**config.mk**
```make
export PLATFORM = sky130hd
export DESIGN_NAME = ptr_store_unit
export DESIGN_NICKNAME = d
export VERILOG_FILES = /design/src/rtl/psu_pkg.sv /design/src/rtl/psu_decode.sv /design/src/rtl/psu_agen.sv /design/src/rtl/psu_wr_seq.sv /design/src/rtl/ptr_store_unit.sv
export SDC_FILE = /design/constraint.sdc
export NUM_CORES = 1
export LEC_CHECK = 0
export BUFFER_PORTS_ARGS = -buffer_cell sky130_fd_sc_hd__buf_2
export CORE_ASPECT_RATIO = 0.6
export CORE_MARGIN = 4
export CORE_UTILIZATION = 50
export CTS_CLUSTER_SIZE = 8
export DETAILED_ROUTE_END_ITERATION = 10
export PLACE_DENSITY_LB_ADDON = 0.08
export SYNTH_ARGS = -nofsm -noshare
export SYNTH_HDL_FRONTEND = slang
export SYNTH_HIERARCHICAL = 1
export SYNTH_SLANG_ARGS = --single-unit
```
**constraint.sdc**
```tcl
create_clock -name clk -period 1.9 [get_ports clk]
set_input_delay 0.285 -clock clk [delete_from_list [all_inputs] [get_ports clk]]
set_output_delay 0.285 -clock clk [all_outputs]
set_load 0.1 [all_outputs]
```
**src/rtl/psu_pkg.sv**
```systemverilog
package psu_pkg;
  localparam logic [7:0] PSU_PREFIX  = 8'h6D;
  localparam logic [3:0] PSU_LOW_NIB = 4'h1;

  typedef enum logic [1:0] {
    SRC_BC = 2'd0,
    SRC_DE = 2'd1,
    SRC_IX = 2'd2,
    SRC_IY = 2'd3
  } src_reg_e;

  typedef struct packed {
    logic [31:0] addr_lo;
    logic [31:0] addr_hi;
    logic        logical;
    logic        odd;
  } agen_t;
endpackage

```
**src/rtl/psu_decode.sv**
```systemverilog
module psu_decode
  import psu_pkg::*;
#(
  parameter int OP_W = 8
) (
  input  logic [OP_W-1:0] op0,
  input  logic [OP_W-1:0] op1,
  output logic [1:0]      ptr_sel,
  output src_reg_e        src_sel,
  output logic            legal
);
  // selector byte fields
  always_comb begin
    ptr_sel = op1[5:4];
    src_sel = src_reg_e'(op1[7:6]);
    legal   = (op0 == PSU_PREFIX) && (op1[3:0] == PSU_LOW_NIB);
  end
endmodule

```
**src/rtl/psu_agen.sv**
```systemverilog
module psu_agen
  import psu_pkg::*;
#(
  parameter int PTR_W       = 32,
  parameter int DISP_W      = 8,
  parameter int TAG_W       = 16,
  parameter int PHYS_NARROW = 20,
  parameter int PHYS_WIDE   = 24
) (
  input  logic [PTR_W-1:0]  ptr,
  input  logic [DISP_W-1:0] disp,
  input  logic              phys24,
  output agen_t             res
);
  localparam logic [PTR_W-1:0] MASK_N = {{(PTR_W-PHYS_NARROW){1'b0}}, {PHYS_NARROW{1'b1}}};
  localparam logic [PTR_W-1:0] MASK_W = {{(PTR_W-PHYS_WIDE){1'b0}}, {PHYS_WIDE{1'b1}}};

  logic [PTR_W-1:0] sum0, sum1, mask;
  logic             is_log;

  always_comb begin
    sum0   = ptr + {{(PTR_W-DISP_W){disp[DISP_W-1]}}, disp};
    sum1   = sum0 + {{(PTR_W-1){1'b0}}, 1'b1};                      // full carry
    is_log = &sum0[PTR_W-1:PTR_W-TAG_W];
    mask   = phys24 ? MASK_W : MASK_N;
    res.addr_lo = is_log ? sum0 : (sum0 & mask);
    res.addr_hi = is_log ? sum1 : (sum1 & mask);
    res.logical = is_log;
    res.odd     = sum0[0];
  end
endmodule

```
**src/rtl/psu_wr_seq.sv**
```systemverilog
module psu_wr_seq #(
  parameter int PTR_W = 32,
  parameter int REG_W = 16,
  parameter int CNT_W = 5
) (
  input  logic             clk,
  input  logic             rst_n,
  input  logic             start,
  input  logic [PTR_W-1:0] addr_lo,
  input  logic [PTR_W-1:0] addr_hi,
  input  logic             logical,
  input  logic             single,
  input  logic [REG_W-1:0] src,
  input  logic [CNT_W-1:0] cost,
  output logic             busy,
  output logic             wr_valid,
  input  logic             wr_ready,
  output logic [PTR_W-1:0] wr_addr,
  output logic [REG_W-1:0] wr_data,
  output logic [1:0]       wr_be,
  output logic             wr_logical,
  output logic             done
);
  localparam int BYTE_W = REG_W / 2;

  logic [PTR_W-1:0] a_lo_q, a_hi_q;
  logic [REG_W-1:0] src_q;
  logic [CNT_W-1:0] cnt_q, cost_q;
  logic             log_q, single_q, beat_q, wdone_q;
  logic             fire, last_fire, reached;

  always_comb begin
    wr_valid   = busy && !wdone_q;
    wr_addr    = beat_q ? a_hi_q : a_lo_q;
    wr_logical = log_q;
    if (single_q) begin
      wr_data = src_q;
      wr_be   = 2'b11;
    end else begin
      wr_data = {{BYTE_W{1'b0}}, (beat_q ? src_q[REG_W-1:BYTE_W] : src_q[BYTE_W-1:0])};
      wr_be   = 2'b01;
    end
    fire      = wr_valid && wr_ready;
    last_fire = fire && (single_q || beat_q);
    reached   = (cnt_q >= cost_q);
    done      = busy && reached && (wdone_q || last_fire);
  end

  always_ff @(posedge clk or negedge rst_n) begin
    if (!rst_n) begin
      busy     <= 1'b0;
      cnt_q    <= '0;
      cost_q   <= '0;
      a_lo_q   <= '0;
      a_hi_q   <= '0;
      src_q    <= '0;
      log_q    <= 1'b0;
      single_q <= 1'b0;
      beat_q   <= 1'b0;
      wdone_q  <= 1'b0;
    end else if (start) begin
      busy     <= 1'b1;
      cnt_q    <= {{(CNT_W-1){1'b0}}, 1'b1};
      cost_q   <= cost;
      a_lo_q   <= addr_lo;
      a_hi_q   <= addr_hi;
      src_q    <= src;
      log_q    <= logical;
      single_q <= single;
      beat_q   <= 1'b0;
      wdone_q  <= 1'b0;
    end else if (busy) begin
      if (done) busy <= 1'b0;
      if (!reached) cnt_q <= cnt_q + 1'b1;
      if (fire) begin
        if (last_fire) wdone_q <= 1'b1;
        else           beat_q  <= 1'b1;
      end
    end
  end

  p_hold_r11: assert property (@(posedge clk) disable iff (!rst_n)
    (wr_valid && !wr_ready) |=> (wr_valid && $stable(wr_addr) && $stable(wr_data) && $stable(wr_be)));

  p_done_pulse_r10: assert property (@(posedge clk) disable iff (!rst_n)
    done |=> !done);

  p_be_shape_r7: assert property (@(posedge clk) disable iff (!rst_n)
    (wr_valid && wr_be == 2'b01) |-> (wr_data[REG_W-1:BYTE_W] == '0));

  p_done_budget_r8: assert property (@(posedge clk) disable iff (!rst_n)
    $rose(busy) |-> !done);
endmodule

```
**src/rtl/ptr_store_unit.sv**
```systemverilog
module ptr_store_unit
  import psu_pkg::*;
#(
  parameter int PTR_W         = 32,
  parameter int REG_W         = 16,
  parameter int OP_W          = 8,
  parameter int DISP_W        = 8,
  parameter int TAG_W         = 16,
  parameter int PHYS_NARROW   = 20,
  parameter int PHYS_WIDE     = 24,
  parameter int COST_A        = 13,
  parameter int COST_B_NARROW = 14,
  parameter int COST_B_ODD    = 13,
  parameter int COST_B_EVEN   = 12
) (
  input  logic              clk,
  input  logic              rst_n,
  input  logic              cfg_mode_b,
  input  logic              cfg_wide_bus,
  input  logic              cfg_phys24,
  input  logic              ins_valid,
  output logic              ins_ready,
  input  logic [OP_W-1:0]   ins_op0,
  input  logic [OP_W-1:0]   ins_op1,
  input  logic [DISP_W-1:0] ins_disp,
  output logic [1:0]        ptr_sel,
  input  logic [PTR_W-1:0]  ptr_data,
  output logic [1:0]        src_sel,
  input  logic [REG_W-1:0]  src_data,
  output logic              wr_valid,
  input  logic              wr_ready,
  output logic [PTR_W-1:0]  wr_addr,
  output logic [REG_W-1:0]  wr_data,
  output logic [1:0]        wr_be,
  output logic              wr_logical,
  output logic              done,
  output logic              illegal
);
  localparam int MAX_AB   = (COST_A > COST_B_NARROW) ? COST_A : COST_B_NARROW;
  localparam int MAX_OE   = (COST_B_ODD > COST_B_EVEN) ? COST_B_ODD : COST_B_EVEN;
  localparam int COST_MAX = (MAX_AB > MAX_OE) ? MAX_AB : MAX_OE;
  localparam int CNT_W    = $clog2(COST_MAX + 1);

  src_reg_e         src_e;
  logic             legal, accept, start, busy, wide_eff, single;
  logic             illegal_q;
  agen_t            ag;
  logic [CNT_W-1:0] cost;

  psu_decode #(.OP_W(OP_W)) u_dec (
    .op0(ins_op0), .op1(ins_op1), .ptr_sel(ptr_sel), .src_sel(src_e), .legal(legal)
  );

  assign src_sel = src_e;

  psu_agen #(
    .PTR_W(PTR_W), .DISP_W(DISP_W), .TAG_W(TAG_W),
    .PHYS_NARROW(PHYS_NARROW), .PHYS_WIDE(PHYS_WIDE)
  ) u_agen (
    .ptr(ptr_data), .disp(ins_disp), .phys24(cfg_phys24), .res(ag)
  );

  // bus shape and budget chosen at acceptance
  always_comb begin
    ins_ready = !busy;
    accept    = ins_valid && ins_ready;
    start     = accept && legal;
    wide_eff  = cfg_mode_b && cfg_wide_bus;
    single    = wide_eff && !ag.odd;
    if (!cfg_mode_b)   cost = CNT_W'(COST_A);
    else if (!wide_eff) cost = CNT_W'(COST_B_NARROW);
    else if (ag.odd)   cost = CNT_W'(COST_B_ODD);
    else               cost = CNT_W'(COST_B_EVEN);
  end

  always_ff @(posedge clk or negedge rst_n) begin
    if (!rst_n) illegal_q <= 1'b0;
    else        illegal_q <= accept && !legal;
  end
  assign illegal = illegal_q;

  psu_wr_seq #(.PTR_W(PTR_W), .REG_W(REG_W), .CNT_W(CNT_W)) u_seq (
    .clk(clk), .rst_n(rst_n), .start(start),
    .addr_lo(ag.addr_lo), .addr_hi(ag.addr_hi), .logical(ag.logical),
    .single(single), .src(src_data), .cost(cost), .busy(busy),
    .wr_valid(wr_valid), .wr_ready(wr_ready), .wr_addr(wr_addr),
    .wr_data(wr_data), .wr_be(wr_be), .wr_logical(wr_logical), .done(done)
  );

  p_illegal_quiet_r9: assert property (@(posedge clk) disable iff (!rst_n)
    illegal |-> (!wr_valid && !done && ins_ready));

  p_phys_mask_r5: assert property (@(posedge clk) disable iff (!rst_n)
    (wr_valid && !wr_logical) |-> (wr_addr[PTR_W-1:PHYS_WIDE] == '0));

  p_busy_after_accept_r10: assert property (@(posedge clk) disable iff (!rst_n)
    start |=> !ins_ready);
endmodule

```
==> impl_metrics.ini, run 1 <==
[sta]
tns_ns = -52.48
relSlewSlack_pct = 63.7
min_period_over_period_pct = 181
rsz0062_at_grt = yes
setup_viol = 68
fmax_mhz = 290
fin_crit_ns = 3.45
hold_violations = 0
fin_ws_ns = -1.55
slew_violations = 0
tightestPinTransition_ns = 0.545
fin_skew_ns = 0.00861

[synth]
synthMuxAreaShare_pct = 20.5
yosysUniqueCellTypes = 70
synthXorXnorAreaFrac_pct = 5.29
synth_ff_type = dfrtp_1
async_reset_ff_share_pct = 100
synth_area_leaders = dfrtp_1 (35%), mux2_2 (20%), ha_1 (6.8%)
ys_seq_area_share_pct = 34.6
synth.ff_latch_count = 94
synth-compound-area-share_pct = 14.6
synth_area_per_cell_um2 = 10.1
synth_top_area_share_pct = 34.6
synth_top_family_by_area = multiplexers
yosysWarnings = 6
netlist_area_um2 = 6790
synth_fa_ha_area_share_pct = 7.11
yosys.area.top_type = dfrtp_1
netlist_instances = 672
synth-simple-area-share_pct = 13.1
synth-edff-count = 0

[clock_tree]
cts_tree = built
clock-sinks = 94
worstSkewPairLatency_ns = 0.36
htreeDepth = 3
cts.path.max_buffers = 2
cts_root_buffer = clkbuf_16
clk_pin_slew_ns = 0.08
cts_buffers = 9

[worst_setup_path]
max_stage_delay_ns = 0.63
critical_path.cell_chain = buf_6, ha_4, fa_2, a211oi_4, o21ai_2, a21boi_2, buf_4, xnor2_2, nand4_1, or4_4, o31a_1, o22a_1, mux2_4
regToRegStartpoint = u_seq/cnt_q[0]
slowest_stage = or4_4
arrival_ns = 3.68
criticalPathCategory = in2reg
startpoint = ins_disp[0]
end_kind = register
worst_setup_path_start_kind = primary input
critical_path_required_ns = 2.13
cp_top_family = compound AO/OA/AOI/OAI gates
crit_buf_inv = 2
critPathMaxFanout = 6

[cells_and_area]
num-fill-cells = 577
instances_no_fill = 1169
layout_commonest_cell = buf_4
layout-drive-gt1-share_pct = 61.3
fin_area_um2 = 11400
n_antenna_cell = 0
mostFrequentLayoutCells = buf_4 (173), dfrtp_1 (92), buf_2 (83), mux2_4 (73)
fin_nets = 1111
syn2layout_area_growth_pct = 68.4

[grt]
grt_pass1_vias = 6862
grt_util_all_layers_pct = 27.9
grt_max_degree = 39
antenna_found_initial = 0
grt_pass1_wl_um = 34700
grt-ovfl-total = 0

[drt]
drt-total-wl_um = 27300
drtPass1Iterations = 5
drtIter0Drc = 523
ant_nets = 0
viasPerCell = 6.10
routedWlPerCell_um = 23.4
drt_drc_violations_left = 0
dr_total_vias = 7133

[place]
dpl_cell_area_um2 = 9760
gp_congestion = 0.931
dp_cells = 1104
buffer_ports.inserted = 128
hpwl_um = 15700

[run_status]
violations = negative setup slack
status = finished, violations left

[pwr]
leakage_uw = 0.00554
powerDensity_nw_per_um2 = 577
finalPower_uw = 6600
peakVddDrop_uv = 474

[die]
initial_core_util_pct = 52.0
rows = 32
core_area_um2 = 13100
die_w_um = 158
dieArea_um2 = 15600
die_h_um = 98.3
ioPinCount = 138

[min_path]
min_from = src_data[9]
min_path_type = in2reg

[run]
max-cap-violations = 0
[cell type report]
class | instances | area [um2] | share of cell area (%)
Clock inverter | 7 | 62.6 | 0.547
Timing Repair Buffer | 345 | 3240 | 28.3
Clock buffer | 9 | 225 | 1.97
Multi-Input combinational cell | 516 | 5230 | 45.7
Tap cell | 170 | 213 | 1.86
Inverter | 28 | 113 | 0.984
Sequential cell | 94 | 2350 | 20.6
[layer usage]
| metal | wire (um) | vias up | share of wire (%) | GRT usage, % |
|---|---|---|---|---|
| li1 | - | 3099 | - | - |
| met1 | 11000 | 3473 | 40 | 38.4 |
| met2 | 13000 | 440 | 48 | 45.9 |
| met3 | 2180 | 121 | 8.0 | 5.45 |
| met4 | 1090 | 0 | 4.0 | 5.70 |
| met5 | 0 | - | 0 | 0 |
[metrics by stage]
step	setup WS (ns)	utilization [%]	hold WS, ns
2_1_floorplan	-1.42	-	-0.0106
3_3_place_gp	-1.74	74.8	0.283
3_5_place_dp	-1.87	74.8	0.294
4_1_cts	-1.23	82.3	0.153
5_1_grt	-1.54	87.6	0.165
6_report	-1.55	87.6	0.159
[path summary, 6_finish.rpt]
kind | slack (ns) | endpoint | depth (start not counted)
max in group asynchronous | 0.79 | u_seq/cnt_q[2] | 3
worst min register to register | 0.51 | u_seq/a_hi_q[17] | 1
worst max-delay path | -1.55 | u_seq/a_hi_q[23] | 13
min in group asynchronous | 0.46 | u_seq/a_lo_q[19] | 2
worst min-delay path | 0.16 | u_seq/src_q[9] | 2
worst max register to register | 0.13 | u_seq/cnt_q[3] | 7
[worst register-to-register path, delay by kind of cell, from the launching register on]
family | cells | cell delay [ns]
buffers and inverters | 2 | 0.24
AND/OR/NAND/NOR | 2 | 0.58
flip-flops | 1 | 0.40
adder cells (fa/ha/maj) | 1 | 0.21
AO/OA/AOI/OAI | 2 | 0.27
[where the power goes]
group	internal (uW)	leakage [uW]	total, uW	switching, uW
sequential	2010	0.00127	2020	11.5
clock	920	0.000139	1810	892
combinational	1350	0.00412	2760	1410
total	4280	0.00554	6600	2320
[registers in the layout, indices dropped and copies added (netlist names), 4 cells and up]
register / cells
u_seq/cost_q: 4
u_seq/a_hi_q: 32
u_seq/a_lo_q: 32
u_seq/src_q: 16
u_seq/cnt_q: 4
[cells by family (layout without fill, tap and decap cells)]
logic type | after synthesis | in the layout
mux | 124 | 124
fa+ha+maj | 38 | 38
compound gates | 148 | 148
other cells | 2 | 3
xor+xnor | 41 | 41
simple gates | 162 | 162
buf+inv | 63 | 389
flops | 94 | 94
[repair_timing]
action | CTS | global route
pin swaps | 46 | 33
cloned | 0 | 5
hold buffers | 1 | 0
hold endpoints to repair | 35 | 0
resized for setup | 99 | 92
setup buffers | 35 | 22
endpoints found under the setup margin | 93 | 76
[cells in the mapped netlist (6+ instances only)]
cell / instances
xor2_1: 15
inv_1: 28
and3_1: 6
nor3_1: 8
buf_4: 10
and2_1: 18
o21ai_0: 28
xnor2_1: 26
nor4_1: 6
mux2_2: 123
nand3_1: 10
nand4_1: 14
dfrtp_1: 94
a21o_1: 21
buf_2: 18
or3_1: 6
ha_1: 37
nor2_1: 28
a21oi_1: 38
nand2_1: 38
No activity file was read; power rests on OpenSTA's default activity.
==> run 2, diff against run 1 <==
--- a/config.mk
+++ b/config.mk
@@ -12,7 +12,9 @@
 export CTS_CLUSTER_SIZE = 8
 export DETAILED_ROUTE_END_ITERATION = 10
 export PLACE_DENSITY_LB_ADDON = 0.08
+export REMOVE_ABC_BUFFERS = 1
 export SYNTH_ARGS = -nofsm -noshare
 export SYNTH_HDL_FRONTEND = slang
 export SYNTH_HIERARCHICAL = 1
 export SYNTH_SLANG_ARGS = --single-unit
+export TNS_END_PERCENT = 10
==> run 2 against run 1 <==
The run still ends with negative setup slack left. Die area is the same. Worst setup slack improved by 0.16 ns. Global-route usage is 2.0 points lower. Non-clock buffer count fell by 43. Combinational power is 18% lower. Critical path depth stayed put. Clock-buffer cell count increased by 1. First-iteration DRC count is 26% lower.
==> impl_metrics.ini, run 2 (synthesized netlist as in run 1, its figures left out) <==
[grt]
grt_pass1_wl_um = 32900
grt_max_degree = 45
grt_util_all_layers_pct = 25.9
grt-ovfl-total = 0
grt_pass1_vias = 6666
antenna_found_initial = 0

[worst_setup_path]
arrival_ns = 3.51
r2r_slack_ns = 0.05
critical_path_required_ns = 2.13
criticalPathCategory = in2reg
worst_setup_path_start_kind = primary input
r2r_cells = 6
r2r-end = u_seq/cnt_q[3]
regToRegStartpoint = u_seq/cnt_q[0]
end_kind = register
critPathMaxFanout = 4

[clock_tree]
worstSkewPairLatency_ns = 0.34
htreeDepth = 3
clock-sinks = 94
cts_tree = built
cts_buffers = 9
cts_root_buffer = clkbuf_16
clk_pin_slew_ns = 0.07
cts.path.max_buffers = 2

[cells_and_area]
utilization_pct = 80.9
syn2layout_area_growth_pct = 55.4
n_antenna_cell = 0
layout-drive-gt1-share_pct = 57.4
fin_nets = 1068
num-fill-cells = 759
layout_commonest_cell = buf_4
biggestRegsByFlops = u_seq/a_hi_q: 32 flops, u_seq/a_lo_q: 32 flops, u_seq/src_q: 16 flops
mostFrequentLayoutCells = buf_4 (157), mux2_2 (96), dfrtp_1 (94), buf_2 (83), buf_12 (48)

[sta]
setup_viol = 69
tns_ns = -47.53
hold_ws_ns = 0.173
rsz0062_at_grt = yes
fmax_mhz = 304
hold_violations = 0
slew_violations = 0
min_period_over_period_pct = 173
fin_ws_ns = -1.38
fin_skew_ns = 0.00746
fin_crit_ns = 3.28

[pwr]
powerDensity_nw_per_um2 = 593
peakVddDrop_uv = 562
finalPower_uw = 6260
leakage_uw = 0.00518

[drt]
viasPerCell = 5.81
ant_nets = 0
drt-total-wl_um = 21800
dr_total_vias = 6539
drtPass1Iterations = 5
drtIter0Drc = 387
drt_drc_violations_left = 0
routedWlPerCell_um = 19.3

[die]
initial_core_util_pct = 52.0
dieArea_um2 = 15600
die_w_um = 158
core_area_um2 = 13100
die_h_um = 98.3
rows = 32
ioPinCount = 138

[min_path]
min_from = src_data[6]
min_path_type = in2reg
whs_endpoint = u_seq/src_q[6]
worstHoldPathCells = 2

[run_status]
violations = negative setup slack
status = finished, violations left

[place]
buffer_ports.inserted = 128
gp_congestion = 0.871
hpwl_um = 15000

[run]
max-cap-violations = 0
## run 2: cell types whose count changed in the layout (fill, tap and decap cells not counted), sizes merged
cell      delta
buf         -38
clkbuf       -4
inv          -3
bufinv       +2
clkinv       -1
clkinvlp     +1
## run 2: routing by layer
metal  global-route usage (%)  vias to the layer above  wire, um
met3                     4.56                       45      1160
met1                     35.7                     3256      9510
met2                     43.1                      231     10700
met5                        0                        -         0
met4                     4.91                        0       441
li1                         -                     3007         -
## run 2: through the flow
step	instance area (um2)	setup slack [ns]	std cells
after floorplan	6590	-1.70	638
after CTS	10100	-1.34	1118
after detailed placement	9330	-2.00	1094
final	10600	-1.38	1126
after global placement	9330	-1.91	1094
after global routing	10600	-1.49	1126
## run 2: layout make-up
| class | count | area [um2] | area share [%] |
|---|---|---|---|
| inverter | 28 | 110 | 1.04 |
| multi-input combinational | 516 | 4850 | 45.9 |
| tap | 170 | 213 | 2.01 |
| sequential | 94 | 2350 | 22.3 |
| timing repair buffer | 302 | 2710 | 25.7 |
| clock buffer | 10 | 229 | 2.17 |
| clock inverter | 6 | 92.6 | 0.877 |
## run 2: power by group
group          switching [uW]  leakage, uW  internal, uW
Combinational            1170      0.00376          1100
Sequential               9.62      0.00127          2010
Clock                     802     0.000150          1160
## run 2: how the worst max path moves through the flow
stage / depth (start not counted) / endpoint / start
3_3_place_gp: 14 / u_seq/a_hi_q[23] / ins_disp[7]
3_5_place_dp: 14 / u_seq/a_hi_q[27] / ins_disp[7]
4_1_cts: 14 / u_seq/a_hi_q[23] / ins_disp[0]
5_1_grt: 13 / u_seq/a_hi_q[23] / ptr_data[0]
6_report: 13 / u_seq/a_hi_q[23] / ptr_data[0]
2_1_floorplan: 12 / u_seq/a_hi_q[23] / ptr_data[0]
## run 2: critical path: stages
cell	delay (ns)
buf_6	0.10
ha_4	0.15
fa_2	0.37
a211oi_4	0.29
buf_4	0.15
o211ai_1	0.16
a21oi_2	0.30
xnor2_2	0.17
nand4_1	0.18
or4_4	0.57
o31a_1	0.34
o22a_1	0.18
mux2_4	0.25
## run 2: repair_timing
| action | in CTS | in global routing |
|---|---|---|
| pin swaps | 25 | 38 |
| hold buffers | 1 | 0 |
| buffers inserted | 6 | 9 |
| endpoints found under the setup margin | 64 | 97 |
| hold endpoints to repair | 15 | 0 |
| gates cloned | 1 | 0 |
| gates resized for setup | 89 | 83 |
